<file path="src/rtl/rxf_pkg.sv">
package rxf_pkg;
  typedef enum logic [1:0] {
    WR_NONE    = 2'd0,
    WR_APPEND  = 2'd1,
    WR_REPLACE = 2'd2
  } wr_kind_e;
endpackage

</file>
<file path="src/rtl/rxf_ctrl.sv">
module rxf_ctrl import rxf_pkg::*; #(
  parameter int DEPTH = 4,
  localparam int PTR_W = (DEPTH > 1) ? $clog2(DEPTH) : 1,
  localparam int CNT_W = $clog2(DEPTH + 1)
) (
  input  logic             clk_i,
  input  logic             rst_ni,
  input  logic             flush_i,
  input  logic             pop_i,
  input  logic             push_acc_i,
  input  logic             brk_i,
  output logic [PTR_W-1:0] rd_ptr_o,
  output logic [PTR_W-1:0] wr_idx_o,
  output logic             wr_en_o,
  output logic [CNT_W-1:0] cnt_o,
  output logic [CNT_W-1:0] cnt_nxt_o,
  output logic             empty_o
);
  localparam logic [CNT_W-1:0] CNT_MAX = CNT_W'(DEPTH);
  localparam logic [PTR_W-1:0] PTR_LAST = PTR_W'(DEPTH - 1);

  logic [PTR_W-1:0] rd_ptr_q, wr_ptr_q;
  logic [CNT_W-1:0] cnt_q, cnt_mid, cnt_nxt;
  logic             pop_do;
  wr_kind_e         wr_kind;

  function automatic logic [PTR_W-1:0] ptr_inc(input logic [PTR_W-1:0] p);
    return (p == PTR_LAST) ? '0 : p + PTR_W'(1);
  endfunction

  function automatic logic [PTR_W-1:0] ptr_dec(input logic [PTR_W-1:0] p);
    return (p == '0) ? PTR_LAST : p - PTR_W'(1);
  endfunction

  assign empty_o = (cnt_q == '0);
  assign pop_do  = pop_i & ~empty_o;
  // pop is served from the old contents before any write lands
  assign cnt_mid = cnt_q - CNT_W'(pop_do);

  always_comb begin
    wr_kind = WR_NONE;
    if (!flush_i) begin
      if (brk_i)           wr_kind = (cnt_mid == CNT_MAX) ? WR_REPLACE : WR_APPEND;
      else if (push_acc_i) wr_kind = WR_APPEND;
    end
  end

  assign wr_en_o   = (wr_kind != WR_NONE);
  assign wr_idx_o  = (wr_kind == WR_REPLACE) ? ptr_dec(wr_ptr_q) : wr_ptr_q;
  assign cnt_nxt   = flush_i ? '0 : cnt_mid + CNT_W'(wr_kind == WR_APPEND);
  assign cnt_nxt_o = cnt_nxt;
  assign cnt_o     = cnt_q;
  assign rd_ptr_o  = rd_ptr_q;

  always_ff @(posedge clk_i or negedge rst_ni) begin
    if (!rst_ni) begin
      rd_ptr_q <= '0;
      wr_ptr_q <= '0;
      cnt_q    <= '0;
    end else begin
      cnt_q <= cnt_nxt;
      if (flush_i) begin
        rd_ptr_q <= '0;
        wr_ptr_q <= '0;
      end else begin
        if (pop_do)                rd_ptr_q <= ptr_inc(rd_ptr_q);
        if (wr_kind == WR_APPEND)  wr_ptr_q <= ptr_inc(wr_ptr_q);
      end
    end
  end

  p_cnt_bound_r4: assert property (@(posedge clk_i) disable iff (!rst_ni)
    cnt_q <= CNT_MAX);
  p_replace_full_r9: assert property (@(posedge clk_i) disable iff (!rst_ni)
    (wr_kind == WR_REPLACE) |=> (cnt_q == CNT_MAX));
  p_flush_empty_r10: assert property (@(posedge clk_i) disable iff (!rst_ni)
    flush_i |=> (cnt_q == '0));
  p_pop_push_hold_r11: assert property (@(posedge clk_i) disable iff (!rst_ni)
    (pop_do && wr_kind == WR_APPEND && !flush_i) |=> (cnt_q == $past(cnt_q)));
  p_empty_pop_noop_r7: assert property (@(posedge clk_i) disable iff (!rst_ni)
    (empty_o && pop_i && !brk_i && !push_acc_i && !flush_i)
      |=> (cnt_q == '0) && $stable(rd_ptr_q) && $stable(wr_ptr_q));
endmodule

</file>
<file path="src/rtl/rxf_store.sv">
module rxf_store #(
  parameter int DEPTH = 4,
  parameter int WIDTH = 8,
  localparam int PTR_W = (DEPTH > 1) ? $clog2(DEPTH) : 1
) (
  input  logic             clk_i,
  input  logic             rst_ni,
  input  logic             wr_en_i,
  input  logic [PTR_W-1:0] wr_idx_i,
  input  logic [WIDTH-1:0] wr_data_i,
  input  logic [PTR_W-1:0] rd_idx_i,
  output logic [WIDTH-1:0] rd_data_o
);
  logic [DEPTH*WIDTH-1:0] slots_flat;

  for (genvar g = 0; g < DEPTH; g++) begin : g_slot
    logic [WIDTH-1:0] slot_q;
    always_ff @(posedge clk_i or negedge rst_ni) begin
      if (!rst_ni)                                   slot_q <= '0;
      else if (wr_en_i && wr_idx_i == PTR_W'(g))     slot_q <= wr_data_i;
    end
    assign slots_flat[g*WIDTH +: WIDTH] = slot_q;
  end

  assign rd_data_o = slots_flat[rd_idx_i*WIDTH +: WIDTH];

  p_rd_in_range_r1: assert property (@(posedge clk_i) disable iff (!rst_ni)
    int'(rd_idx_i) < DEPTH);
endmodule

</file>
<file path="src/rtl/rxf_flags.sv">
module rxf_flags #(
  parameter int DEPTH = 4,
  localparam int CNT_W = $clog2(DEPTH + 1)
) (
  input  logic             clk_i,
  input  logic             rst_ni,
  input  logic [CNT_W-1:0] cnt_nxt_i,
  input  logic             brk_i,
  input  logic             dbrk_clr_i,
  output logic             rdy_o,
  output logic             full_o,
  output logic             dbrk_o
);
  logic rdy_q, full_q, dbrk_q;

  always_ff @(posedge clk_i or negedge rst_ni) begin
    if (!rst_ni) begin
      rdy_q  <= 1'b0;
      full_q <= 1'b0;
      dbrk_q <= 1'b0;
    end else begin
      rdy_q  <= (cnt_nxt_i != '0);
      full_q <= (cnt_nxt_i == CNT_W'(DEPTH));
      if (brk_i)           dbrk_q <= 1'b1;
      else if (dbrk_clr_i) dbrk_q <= 1'b0;
    end
  end

  assign rdy_o  = rdy_q;
  assign full_o = full_q;
  assign dbrk_o = dbrk_q;

  p_full_implies_rdy_r4: assert property (@(posedge clk_i) disable iff (!rst_ni)
    full_q |-> rdy_q);
endmodule

</file>
<file path="src/rtl/rx_break_fifo.sv">
module rx_break_fifo #(
  parameter int DEPTH = 4,
  parameter int WIDTH = 8
) (
  input  logic             clk_i,
  input  logic             rst_ni,
  input  logic             rx_en_i,
  input  logic             push_valid_i,
  input  logic [WIDTH-1:0] push_data_i,
  output logic             push_ready_o,
  input  logic             brk_i,
  input  logic             pop_i,
  output logic [WIDTH-1:0] pop_data_o,
  input  logic             flush_i,
  input  logic             dbrk_clr_i,
  output logic             rdy_o,
  output logic             full_o,
  output logic             dbrk_o
);
  localparam int PTR_W = (DEPTH > 1) ? $clog2(DEPTH) : 1;
  localparam int CNT_W = $clog2(DEPTH + 1);

  logic [PTR_W-1:0] rd_ptr, wr_idx;
  logic [CNT_W-1:0] cnt, cnt_nxt;
  logic             wr_en, empty, push_acc;
  logic [WIDTH-1:0] rd_data, wr_data;

  assign push_ready_o = rx_en_i & ~full_o & ~brk_i;
  assign push_acc     = push_valid_i & push_ready_o;
  assign wr_data      = brk_i ? '0 : push_data_i;
  assign pop_data_o   = empty ? '0 : rd_data;

  rxf_ctrl #(.DEPTH(DEPTH)) u_ctrl (
    .clk_i, .rst_ni, .flush_i, .pop_i,
    .push_acc_i (push_acc),
    .brk_i,
    .rd_ptr_o   (rd_ptr),
    .wr_idx_o   (wr_idx),
    .wr_en_o    (wr_en),
    .cnt_o      (cnt),
    .cnt_nxt_o  (cnt_nxt),
    .empty_o    (empty)
  );

  rxf_store #(.DEPTH(DEPTH), .WIDTH(WIDTH)) u_store (
    .clk_i, .rst_ni,
    .wr_en_i   (wr_en),
    .wr_idx_i  (wr_idx),
    .wr_data_i (wr_data),
    .rd_idx_i  (rd_ptr),
    .rd_data_o (rd_data)
  );

  rxf_flags #(.DEPTH(DEPTH)) u_flags (
    .clk_i, .rst_ni,
    .cnt_nxt_i (cnt_nxt),
    .brk_i, .dbrk_clr_i,
    .rdy_o, .full_o, .dbrk_o
  );

  p_ready_gate_r2: assert property (@(posedge clk_i) disable iff (!rst_ni)
    push_ready_o |-> (rx_en_i && !full_o && !brk_i));
  p_push_sets_rdy_r3: assert property (@(posedge clk_i) disable iff (!rst_ni)
    ((push_acc || brk_i) && !flush_i) |=> rdy_o);
  p_fill_sets_full_r4: assert property (@(posedge clk_i) disable iff (!rst_ni)
    (cnt == CNT_W'(DEPTH - 1) && push_acc && !pop_i && !flush_i) |=> full_o);
  p_pop_clears_full_r5: assert property (@(posedge clk_i) disable iff (!rst_ni)
    (full_o && pop_i && !brk_i) |=> !full_o);
  p_rdy_hold_r6: assert property (@(posedge clk_i) disable iff (!rst_ni)
    (pop_i && cnt > CNT_W'(1) && !flush_i) |=> rdy_o);
  p_empty_read_zero_r7: assert property (@(posedge clk_i) disable iff (!rst_ni)
    !rdy_o |-> (pop_data_o == '0));
  p_brk_flag_r8: assert property (@(posedge clk_i) disable iff (!rst_ni)
    brk_i |=> dbrk_o);
  p_brk_full_stays_r9: assert property (@(posedge clk_i) disable iff (!rst_ni)
    (full_o && brk_i && !pop_i && !flush_i) |=> full_o);
  p_flush_flags_r10: assert property (@(posedge clk_i) disable iff (!rst_ni)
    flush_i |=> (!rdy_o && !full_o));
  p_clr_dbrk_r12: assert property (@(posedge clk_i) disable iff (!rst_ni)
    (dbrk_clr_i && !brk_i) |=> !dbrk_o);
  p_drop_blocked_r14: assert property (@(posedge clk_i) disable iff (!rst_ni)
    (full_o && push_valid_i && !brk_i && !pop_i && !flush_i) |=> full_o);
endmodule

</file>
<file path="config.mk">
export PLATFORM = sky130hd
export DESIGN_NAME = rx_break_fifo
export DESIGN_NICKNAME = d
export VERILOG_FILES = /design/src/rtl/rxf_pkg.sv /design/src/rtl/rxf_ctrl.sv /design/src/rtl/rxf_store.sv /design/src/rtl/rxf_flags.sv /design/src/rtl/rx_break_fifo.sv
export SDC_FILE = /design/constraint.sdc
export NUM_CORES = 1
export LEC_CHECK = 0
export ABC_AREA = 1
export BUFFER_PORTS_ARGS = -buffer_cell sky130_fd_sc_hd__buf_2
export CAP_MARGIN = 20
export CORE_MARGIN = 5
export CORE_UTILIZATION = 41
export DETAILED_ROUTE_END_ITERATION = 6
export PLACE_DENSITY = 0.6
export SLEW_MARGIN = 20
export SYNTH_ARGS = -nofsm -noshare
export SYNTH_HDL_FRONTEND = slang
export SYNTH_SLANG_ARGS = --single-unit
</file>
<file path="constraint.sdc">
create_clock -name clk_i -period 3.2 [get_ports clk_i]
set_input_delay 0.48 -clock clk_i [delete_from_list [all_inputs] [get_ports clk_i]]
set_output_delay 0.48 -clock clk_i [all_outputs]
set_load 0.03 [all_outputs]
</file>
==> results of run 1 <==
[per-stage QoR]
step | utilization | instances | worst slack [ns]
6_report | 0.461 | 400 | 0.509
5_1_grt | 0.461 | 400 | 0.273
4_1_cts | 0.457 | 399 | 0.480
3_5_place_dp | 0.439 | 391 | 0.479
3_3_place_gp | 0.439 | 391 | 0.576
2_1_floorplan | - | 299 | 0.469
[cells by family (layout without fill, tap and decap cells)]
| group | count (synthesis) | in the layout |
|---|---|---|
| fa+ha+maj | 7 | 7 |
| buf+inv | 38 | 64 |
| flops | 42 | 42 |
| compound gates | 30 | 30 |
| simple gates | 182 | 182 |
[worst reg2reg max path: stages, from the launching register on]
cell     delay, ns
dfrtp_1       0.39
nor3_2        0.20
nor2_1        0.10
ha_1          0.19
ha_1          0.28
nand2_1       0.13
nor2_8        0.20
nand2_4       0.09
nand2_1       0.12
inv_2         0.05
ha_1          0.19
ha_1          0.20
nand2_1       0.07
nand2_1       0.04
nor2_1        0.11
inv_1         0.06
nor3_1        0.17
[routing by layer]
layer	track usage	vias to the layer above	wire length [um]
met5	0	-	0
met4	0.0711	0	63
met3	0.0227	7	367
met2	0.279	54	2910
met1	0.237	974	2510
li1	-	1034	-
[flip-flops by register name, indices dropped and copies added (netlist names)]
name                   cells
u_ctrl.rd_ptr_o            2
u_ctrl.wr_ptr_q            2
u_ctrl.cnt_o               3
u_flags.full_o             1
u_flags.rdy_o              1
u_flags.dbrk_o             1
u_store.g_slot.slot_q     32
[report_power, final]
part	switching, uW	internal, uW	leakage [uW]
clock	183	230	0.0000579
combinational	944	398	0.000820
sequential	143	753	0.000551
[cell usage in the layout (no fill, tap or decap), types with 2 or more instances in the layout]
master,count
nand4_1,33
inv_2,4
clkinv_2,2
nand2_4,8
nand3_2,3
nand2_2,4
buf_2,27
nand3_1,2
dfrtp_1,42
clkbuf_8,5
ha_1,7
inv_1,21
nand3_4,4
o21ai_0,19
a21oi_1,9
nand2_1,72
buf_4,2
nor2_1,50
[worst min path at each step]
stage	from	endpoint	slack (ns)
finish	rst_ni	u_store.g_slot[1].slot_q[2]$_DFFE_PN0P_	0.09
global route	rst_ni	u_store.g_slot[1].slot_q[2]$_DFFE_PN0P_	0.11
CTS	dbrk_clr_i	u_flags.dbrk_o$_DFFE_PN0P_	0.36
detailed placement	u_store.g_slot[1].slot_q[7]$_DFFE_PN0P_	u_store.g_slot[1].slot_q[7]$_DFFE_PN0P_	0.45
global placement	u_store.g_slot[1].slot_q[0]$_DFFE_PN0P_	u_store.g_slot[1].slot_q[0]$_DFFE_PN0P_	0.45
floorplan	rst_ni	u_ctrl.cnt_o[0]$_DFF_PN0_	0.18
[area by class of cell]
type | count | share of cell area
clock buffer | 5 | 0.0254
clock inverter | 3 | 0.0148
inverter | 26 | 0.0360
multi-input combinational | 219 | 0.439
sequential | 42 | 0.387
tap | 75 | 0.0346
timing repair buffer | 30 | 0.0627
==> metrics.md, run 1 <==
| Metric | Value |
|---|---|
| Post-layout nets | 347 |
| Final worst path period share | 0.841 |
| Post-Synth Simple-Gate Area | 0.387 |
| Reg-to-reg setup timing slack | 0.51 ns |
| Syn_nets | 322 |
| Final ANT Viol Nets | 0 |
| Hold Crit Class | in2async |
| Top-count cell post-synth | nand2_1 |
| H-Tree Depth | 2 |
| Largest net degree at the start of global routing | 43 |
| Setup tns final | 0 ns |
| Root Buffer | clkbuf_8 |
| Outcome | complete, no violations |
| Worst Path Buf+Inv | 2 |
| Crit path cell chain | nor3_2 -> nor2_1 -> ha_1 -> ha_1 -> nand2_1 -> nor2_8 -> nand2_4 -> nand2_1 -> inv_2 -> ha_1 -> ha_1 -> nand2_1 -> nand2_1 -> nor2_1 -> inv_1 -> nor3_1 |
| Leakage | 0.00143 uW |
| MaxCap Viol Count | 0 |
| PD cells | 977 mW/mm2 |
| Core region area | 0.00589 mm2 |
| Top cell type's share of synthesized area | 0.428 |
| Clk buf depth | 2 |
| Post-Route WL | 5.85 mm |
| CP Depth | 16 |
| Fin area | 0.00271 mm2 |
| Initial antenna violation count | 0 |
| Max Freq | 372 MHz |
| Minimum clock period | 2.69 ns |
| Fin Hold WS | 0.0894 ns |
| Die area | 0.00764 mm2 |
| Final Slew Violations | 0 |
| Die Y | 87.4 um |
| Slowest-stage cell, CP | dfrtp_1 |
| Iter 0 DRT Violations | 138 |
| Yosys cell types | 28 |
| Total CTS buffers | 5 |
| Max IR drop VDD | 406 uV |
| Drt first pass iters | 4 |
| Vias | 2069 |
| Seq. cell area | 0.00105 mm2 |
| Post-synth ARST share | 1.00 |
| GRT Total Usage | 0.174 |
| Final setup fails | 0 |
| CTS tree | yes |
| # fillers | 603 |
| GRT Residual Overflow | 0 |
| Number of global-route vias before repair | 2059 |
| Top FF cell, synth | dfrtp_1 |
| RR Endpoint | u_flags.full_o$_DFF_PN0_ |
| First-pass GRT wire length | 10.4 mm |
| Area occupied by multi-input gates | 0.00119 mm2 |
| Post-synthesis sequential area ratio | 0.428 |
| RSZ-0062 raised after global routing | no |
| Antenna cells | 0 |
| Crit end category | register |
| Final Hold Fails | 0 |
| Crit path kind | reg2reg |
| Total I/O pin count | 28 |
| Startpoint Class | register |
| Pwr Total | 2650 uW |
| Vias per cell | 5.17 |
| Arrival @ worst endpoint | 2.89 ns |
| Worst endpoint required time | 3.39 ns |
| Post-Synth Adder-Cell Area | 0.0357 |
| YS warnings | 0 |
| Post-CTS Hold Buffers | 0 |
| Avg Synthesized Cell Area | 8.21 um2 |
| Tightest Pin Transition | 0.463 ns |
| Share of cells above drive strength 1 | 0.200 |
| Area leader, netlist | dfrtp_1 |
| Drt drc | 0 |
| Initial core utilization | 0.417 |
| Gp weighted congestion | 0.856 |
| Mux contribution to synthesized area | 0 |
| Die width | 87.4 um |
| DP Wirelength | 3.77 mm |
| Largest family of logic cells by synthesized area | simple AND/OR/NAND/NOR gates |
| Commonest cells post-synth | 72 x nand2_1, 50 x nor2_1, 42 x dfrtp_1, 33 x nand4_1, 21 x inv_1 |
| Synth Area in Compound Gates | 0.0627 |
| Area growth, synth to finish | 10.4% |
| Critical path endpoint | u_flags.full_o$_DFF_PN0_ |
| Number of synthesized flops with an enable pin | 0 |
| DR WL/cell | 14.6 um |
| IO buf count | 27 |
| Clk Latency, worst-skew pair | 0.29 ns |
| CTS sink cnt | 42 |
| Worst-path clk slew | 0.08 ns |
| Area contributors post-synth | dfrtp_1 43%, nand2_1 11%, nand4_1 8.4%, nor2_1 7.6%, o21ai_0 3.9% |
| Reg-to-reg startpoint | u_ctrl.cnt_o[0]$_DFF_PN0_ |
| Relative slew slack | 0.691 |
| #FFs+latches synth | 42 |
| Mapped Cells | 299 |
| Post-CTS sizing | 0 |
| Worst-path fanout max | 5 |
| Final Skew | 0.00538 ns |
| Placed cell area | 0.00258 mm2 |
| Critical Path Max Stage Delay | 0.39 ns |
| Top Family by Delay on Critical Path | simple AND/OR/NAND/NOR gates |
| R2R depth | 16 |
| Cell Area, Synth | 0.00246 mm2 |
| # rows | 28 |
| Crit. Startpoint | u_ctrl.cnt_o[0]$_DFF_PN0_ |
| Setup Fix Bufs, Post-CTS | 0 |
| Post-synthesis xor/xnor area fraction | 0 |
Note: power is estimated with default switching activity, not from simulation.
==> run 2: changes to the inputs <==
--- a/config.mk
+++ b/config.mk
@@ -5,13 +5,13 @@
 export SDC_FILE = /design/constraint.sdc
 export NUM_CORES = 1
 export LEC_CHECK = 0
-export ABC_AREA = 1
+export ABC_AREA = 0
 export BUFFER_PORTS_ARGS = -buffer_cell sky130_fd_sc_hd__buf_2
 export CAP_MARGIN = 20
 export CORE_MARGIN = 5
 export CORE_UTILIZATION = 41
 export DETAILED_ROUTE_END_ITERATION = 6
-export PLACE_DENSITY = 0.6
+export PLACE_DENSITY = 0.61
 export SLEW_MARGIN = 20
 export SYNTH_ARGS = -nofsm -noshare
 export SYNTH_HDL_FRONTEND = slang
==> constraint.sdc (replaced) <==
create_clock -name clk_i -period 2.6 [get_ports clk_i]
set_input_delay 0.39 -clock clk_i [delete_from_list [all_inputs] [get_ports clk_i]]
set_output_delay 0.39 -clock clk_i [all_outputs]
set_load 0.03 [all_outputs]
==> run 2 against run 1 <==
  * Die area is 11% lower
  * Critical path type unchanged
  * Highest routed layer unchanged
  * Largest cell class unchanged
  * Total power is 31% higher
  * Synthesized area is 12% lower
  * Critical path depth is 5 lower
  * Utilization is 8.2 points higher
==> metrics.md, run 2 <==
| Metric | Value |
|---|---|
| Outcome | complete, no violations |
| MaxCap Viol Count | 0 |
| Minimum clock period | 2.56 ns |
| Reg with most FFs | u_store.g_slot.slot_q |
| Final core utilization | 0.543 |
| Top Family by Delay on Critical Path | simple AND/OR/NAND/NOR gates |
| IO buf count | 27 |
| Relative slew slack | 0.381 |
| Max Freq | 391 MHz |
| Post-Route WL | 4.62 mm |
| Top cell type's share of synthesized area | 0.487 |
| Critical Path Max Stage Delay | 0.42 ns |
| Mapped Cells | 160 |
| Final setup fails | 0 |
| DP Wirelength | 3.19 mm |
| Clk Latency, worst-skew pair | 0.29 ns |
| Most frequent cells in the layout | 42 x dfrtp_1, 32 x mux2_2, 27 x buf_2, 19 x nor2b_1, 12 x buf_4 |
| Final Hold Fails | 0 |
| Clk buf depth | 2 |
| Hold Crit Class | in2async |
| Gp weighted congestion | 0.857 |
| Setup tns final | 0 ns |
| Core region area | 0.00511 mm2 |
| DR WL/cell | 16.7 um |
| Total I/O pin count | 28 |
| Initial antenna violation count | 0 |
| # rows | 26 |
| Post-synth ARST share | 1.00 |
| Avg Synthesized Cell Area | 13.5 um2 |
| R2R depth | 11 |
| Post-layout nets | 228 |
| Number of synthesized flops with an enable pin | 0 |
| Final Slew Violations | 0 |
| Worst-path fanout max | 8 |
| Commonest cells post-synth | 42 x dfrtp_1, 32 x mux2_2, 19 x nor2b_1, 8 x inv_1, 8 x mux4_2 |
| Share of cells above drive strength 1 | 0.534 |
| Final ANT Viol Nets | 0 |
| H-Tree Depth | 2 |
| Vias per cell | 5.15 |
| Number of global-route vias before repair | 1481 |
| Drt first pass iters | 4 |
| GRT Residual Overflow | 0 |
| Syn_nets | 183 |
| Slowest-stage cell, CP | dfrtp_1 |
| #FFs+latches synth | 42 |
| Max IR drop VDD | 549 uV |
| Die area | 0.00681 mm2 |
| Die Y | 82.5 um |
| Antenna cells | 0 |
| Area growth, synth to finish | 28.7% |
| Post-synthesis sequential area ratio | 0.487 |
| Leading cell type in the layout, fill and taps excluded | dfrtp_1 |
| CTS tree | yes |
| Startpoint Class | register |
| Yosys cell types | 36 |
| PD cells | 1250 mW/mm2 |
| Crit end category | register |
| First-pass GRT wire length | 7.45 mm |
| Worst Path Buf+Inv | 3 |
| Leakage | 0.00126 uW |
| Tightest Pin Transition | 0.928 ns |
| Post-CTS Hold Buffers | 0 |
| Top FF cell, synth | dfrtp_1 |
| Drt drc | 0 |
| Initial core utilization | 0.422 |
| Crit path kind | reg2reg |
| Vias | 1422 |
| Final Skew | 0.00769 ns |
| Iter 0 DRT Violations | 54 |
| Die width | 82.5 um |
| CP Depth | 11 |
| Arrival @ worst endpoint | 2.74 ns |
| Worst endpoint required time | 2.78 ns |
| YS warnings | 0 |
| GRT Total Usage | 0.151 |
| Cell Area, Synth | 0.00216 mm2 |
| Area leader, netlist | dfrtp_1 |
| Area contributors post-synth | dfrtp_1 49%, mux2_2 17%, mux4_2 8.4%, nor2b_1 5.5%, ha_1 4.1% |
| Root Buffer | clkbuf_8 |
| Crit path cell chain | nor3_4 -> nand2b_4 -> inv_1 -> ha_2 -> ha_4 -> nand4b_1 -> buf_4 -> o211ai_1 -> a21oi_4 -> buf_12 -> mux2_2 |
| Largest net degree at the start of global routing | 43 |
| Max reg flops | 32 |
| Total CTS buffers | 5 |
| Worst-path clk slew | 0.08 ns |
| Top-count cell post-synth | dfrtp_1 |
| CTS sink cnt | 42 |
| Final worst path period share | 0.984 |
==> run 2: changes by cell type after synthesis, sizes merged, moves of 17 or more <==
cell / previous run / this run
inv: 25 / 8
mux2: 0 / 32
nand2: 84 / 1
nand4: 33 / 0
nor2: 51 / 6
nor2b: 0 / 19
==> run 2: logic make-up (layout without fill, tap and decap cells) <==
| kind of cell | count (synthesis) | after routing | share of synthesized area |
|---|---|---|---|
| AO/OA/AOI/OAI | 17 | 17 | 0.0673 |
| XOR/XNOR | 3 | 3 | 0.0157 |
| adder cells (fa/ha/maj) | 7 | 7 | 0.0406 |
| buffers and inverters | 12 | 58 | 0.0215 |
| flip-flops | 42 | 42 | 0.487 |
| multiplexers | 41 | 41 | 0.255 |
| AND/OR/NAND/NOR | 38 | 38 | 0.113 |
==> run 2: power by group <==
group          total (uW)  switching (uW)  leakage [uW]  internal (uW)
clock network         616             231     0.0000683            385
registers            1120             195      0.000547            923
logic                1730             823      0.000643            910
==> run 2: worst paths after layout <==
| path | start | end | slack (ns) |
|---|---|---|---|
| max in group asynchronous | rst_ni | u_store.g_slot[0].slot_q[3]$_DFFE_PN0P_ | 1.79 |
| min | rst_ni | u_ctrl.cnt_o[0]$_DFF_PN0_ | 0.23 |
| max reg2reg | u_ctrl.cnt_o[1]$_DFF_PN0_ | u_store.g_slot[2].slot_q[3]$_DFFE_PN0P_ | 0.04 |
| max | u_ctrl.cnt_o[1]$_DFF_PN0_ | u_store.g_slot[2].slot_q[3]$_DFFE_PN0P_ | 0.04 |
| min in group clk_i | dbrk_clr_i | u_flags.dbrk_o$_DFFE_PN0P_ | 0.35 |
| min reg2reg | u_flags.dbrk_o$_DFFE_PN0P_ | u_flags.dbrk_o$_DFFE_PN0P_ | 0.48 |
==> run 2: layout make-up <==
| type | count | area (um2) |
|---|---|---|
| fillers | 455 | 2330 |
| clock buffers | 5 | 68.8 |
| multi-input cells | 106 | 1180 |
| inverters | 8 | 30.0 |
| clock inverters | 3 | 68.8 |
| repair buffers | 42 | 285 |
| flip-flops and latches | 42 | 1050 |
| well taps | 70 | 87.6 |
==> run 2: worst reg2reg max path, cell delays in order, from the launching register on <==
cell      delay [ns]
dfrtp_1         0.42
nor3_4          0.20
nand2b_4        0.15
inv_1           0.04
ha_2            0.17
ha_4            0.27
nand4b_1        0.21
buf_4           0.21
o211ai_1        0.25
a21oi_4         0.10
buf_12          0.15
mux2_2          0.27
==> run 2: repair_timing <==
item / CTS / global route
setup buffers: 1 / 8
gates resized for setup: 1 / 10
pin swaps: 2 / 7
endpoints found under the setup margin: 9 / 36
==> run 2: stage by stage <==
step	cell area, um2	setup WS, ns	instances	hold WS (ns)	power, uW
after floorplan	2210	0.00212	160	0.0944	2160
after global placement	2490	0.0161	260	0.457	2530
after detailed placement	2490	-0.0436	260	0.465	2580
after CTS	2650	-0.00353	269	0.254	3230
after global routing	2780	-0.0701	276	0.297	3700
final	2780	0.0419	276	0.232	3470
==> run 2: per-layer routing <==
layer,global-route usage,vias up,share of wire
li1,-,670,-
met1,0.197,720,0.44
met2,0.240,21,0.51
met3,0.0390,11,0.032
met4,0.0588,0,0.024
met5,0,-,0
==> run 3: changes to the inputs <==
--- a/config.mk
+++ b/config.mk
@@ -11,7 +11,6 @@
 export CORE_MARGIN = 5
 export CORE_UTILIZATION = 41
 export DETAILED_ROUTE_END_ITERATION = 6
-export PLACE_DENSITY = 0.61
 export SLEW_MARGIN = 20
 export SYNTH_ARGS = -nofsm -noshare
 export SYNTH_HDL_FRONTEND = slang
==> run 3 against run 2 <==
  * Clock skew is 0.0011 ns lower
  * First-iteration DRC count is 9.3% lower
  * Global-route usage is 0.073 points lower
  * Cell count is 1.1% lower
  * Sequential power hardly changed
  * Combinational power is 5% lower
==> metrics.md, run 3 (synthesis gave the netlist of run 2 again) <==
| Metric | Value |
|---|---|
| Die Y | 82.5 um |
| Tightest Pin Transition | 0.917 ns |
| Final Skew | 0.00656 ns |
| Initial antenna violation count | 0 |
| DP Wirelength | 3.18 mm |
| Post-Route WL | 4.64 mm |
| MaxCap Viol Count | 0 |
| Outcome | complete, no violations |
| Fin area | 0.00271 mm2 |
| GRT Total Usage | 0.150 |
| Reg with most FFs | u_store.g_slot.slot_q |
| Final setup fails | 0 |
| Share of cells above drive strength 1 | 0.532 |
| Leading cell type in the layout, fill and taps excluded | dfrtp_1 |
| Antenna cells | 0 |
| Setup tns final | 0 ns |
| Top sig layer | met4 |
| # rows | 26 |
| Worst endpoint required time | 2.78 ns |
| Met2 Routed Length | 2.44 mm |
| Max reg flops | 32 |
| Startpoint Class | register |
| H-Tree Depth | 2 |
| Vias | 1451 |
| Final Hold Fails | 0 |
| Total I/O pin count | 28 |
| Vias per cell | 5.32 |
| Final worst path period share | 0.965 |
| Largest net degree at the start of global routing | 43 |
| Pwr Total | 3200 uW |
| Drt first pass iters | 6 |
| Post-layout nets | 225 |
| Core region area | 0.00511 mm2 |
| Number of global-route vias before repair | 1510 |
| Placed cells | 260 |
| Die area | 0.00681 mm2 |
| Clk Latency, worst-skew pair | 0.29 ns |
| First-pass GRT wire length | 7.45 mm |
| Max IR drop VDD | 541 uV |
| IO buf count | 27 |
| PD cells | 1180 mW/mm2 |
| CTS sink cnt | 42 |
| Total CTS buffers | 5 |
| Met3 WL post-DR | 155 um |
| Clk buf depth | 2 |
| Most frequent cells in the layout | 42 x dfrtp_1, 32 x mux2_2, 27 x buf_2, 19 x nor2b_1 |
| Final ANT Viol Nets | 0 |
| Hold Crit Class | in2async |
| Iter 0 DRT Violations | 49 |
| Final std cells w/o fill | 273 |
| Drt drc | 0 |
| Worst-path clk slew | 0.08 ns |
| Die width | 82.5 um |
| DR WL/cell | 17.0 um |
| CTS tree | yes |
| Arrival @ worst endpoint | 2.69 ns |
| Root Buffer | clkbuf_8 |
| Worst-path fanout max | 8 |
| Relative slew slack | 0.389 |
| Initial core utilization | 0.422 |
| Met1 wire length | 1.92 mm |
| Placed cell area | 0.00249 mm2 |
| Final Slew Violations | 0 |
| Crit path kind | reg2reg |
| Minimum clock period | 2.51 ns |
| Area growth, synth to finish | 25.7% |
| Gp weighted congestion | 0.890 |
| Max Freq | 398 MHz |
| Crit end category | register |
| Leakage | 0.00123 uW |
| GRT Residual Overflow | 0 |
==> run 3: routing by layer <==
layer | global-route usage | vias to the layer above
met2 | 0.247 | 25
met1 | 0.188 | 750
met4 | 0.0654 | 0
li1 | - | 664
met3 | 0.0369 | 12
met5 | 0 | -
==> run 3: cell type report <==
cell class	count	area (um2)
repair buffers	39	275
multi-input cells	106	1170
inverters	8	30.0
fillers	443	2400
flip-flops and latches	42	1050
clock inverters	2	12.5
clock buffers	6	82.6
well taps	70	87.6
==> run 3: where the power goes <==
part | internal, uW | switching, uW | total, uW
clock | 213 | 223 | 436
combinational | 858 | 795 | 1650
sequential | 923 | 189 | 1110
==> run 3: final timing paths <==
path                                            start                                      end  slack (ns)  depth (start not counted)
min in group clk_i                         dbrk_clr_i               u_flags.dbrk_o$_DFFE_PN0P_        0.36                          3
max                         u_ctrl.cnt_o[1]$_DFF_PN0_  u_store.g_slot[1].slot_q[2]$_DFFE_PN0P_        0.09                         10
max in group asynchronous                      rst_ni  u_store.g_slot[2].slot_q[3]$_DFFE_PN0P_        1.80                          1
min                                            rst_ni                  u_flags.rdy_o$_DFF_PN0_        0.23                          1
max reg2reg                 u_ctrl.cnt_o[1]$_DFF_PN0_  u_store.g_slot[1].slot_q[2]$_DFFE_PN0P_        0.09                         10
min reg2reg                u_flags.dbrk_o$_DFFE_PN0P_               u_flags.dbrk_o$_DFFE_PN0P_        0.48                          1
==> run 3: worst max-delay path: stages (launching register included) <==
cell	delay, ns
dfrtp_1	0.41
nor3_4	0.20
nand2b_4	0.17
inv_2	0.05
ha_4	0.16
ha_4	0.26
and4b_2	0.28
o2111ai_1	0.19
a21oi_4	0.19
buf_12	0.15
mux2_2	0.33
==> run 3: through the flow <==
step | hold slack, ns | setup WS, ns | util
6_report | 0.230 | 0.0903 | 0.531
5_1_grt | 0.312 | -0.0414 | 0.531
4_1_cts | 0.253 | 0.00912 | 0.515
3_5_place_dp | 0.464 | -0.0184 | 0.488
3_3_place_gp | 0.457 | 0.0395 | 0.488
2_1_floorplan | 0.0944 | 0.00212 | -
==> run 3: what timing repair did <==
action,CTS,global route
endpoints found under the setup margin,16,36
hold buffers,0,0
buffers inserted,2,5
gates resized for setup,1,9
pin swaps,2,12
endpoints found under the hold margin,0,0
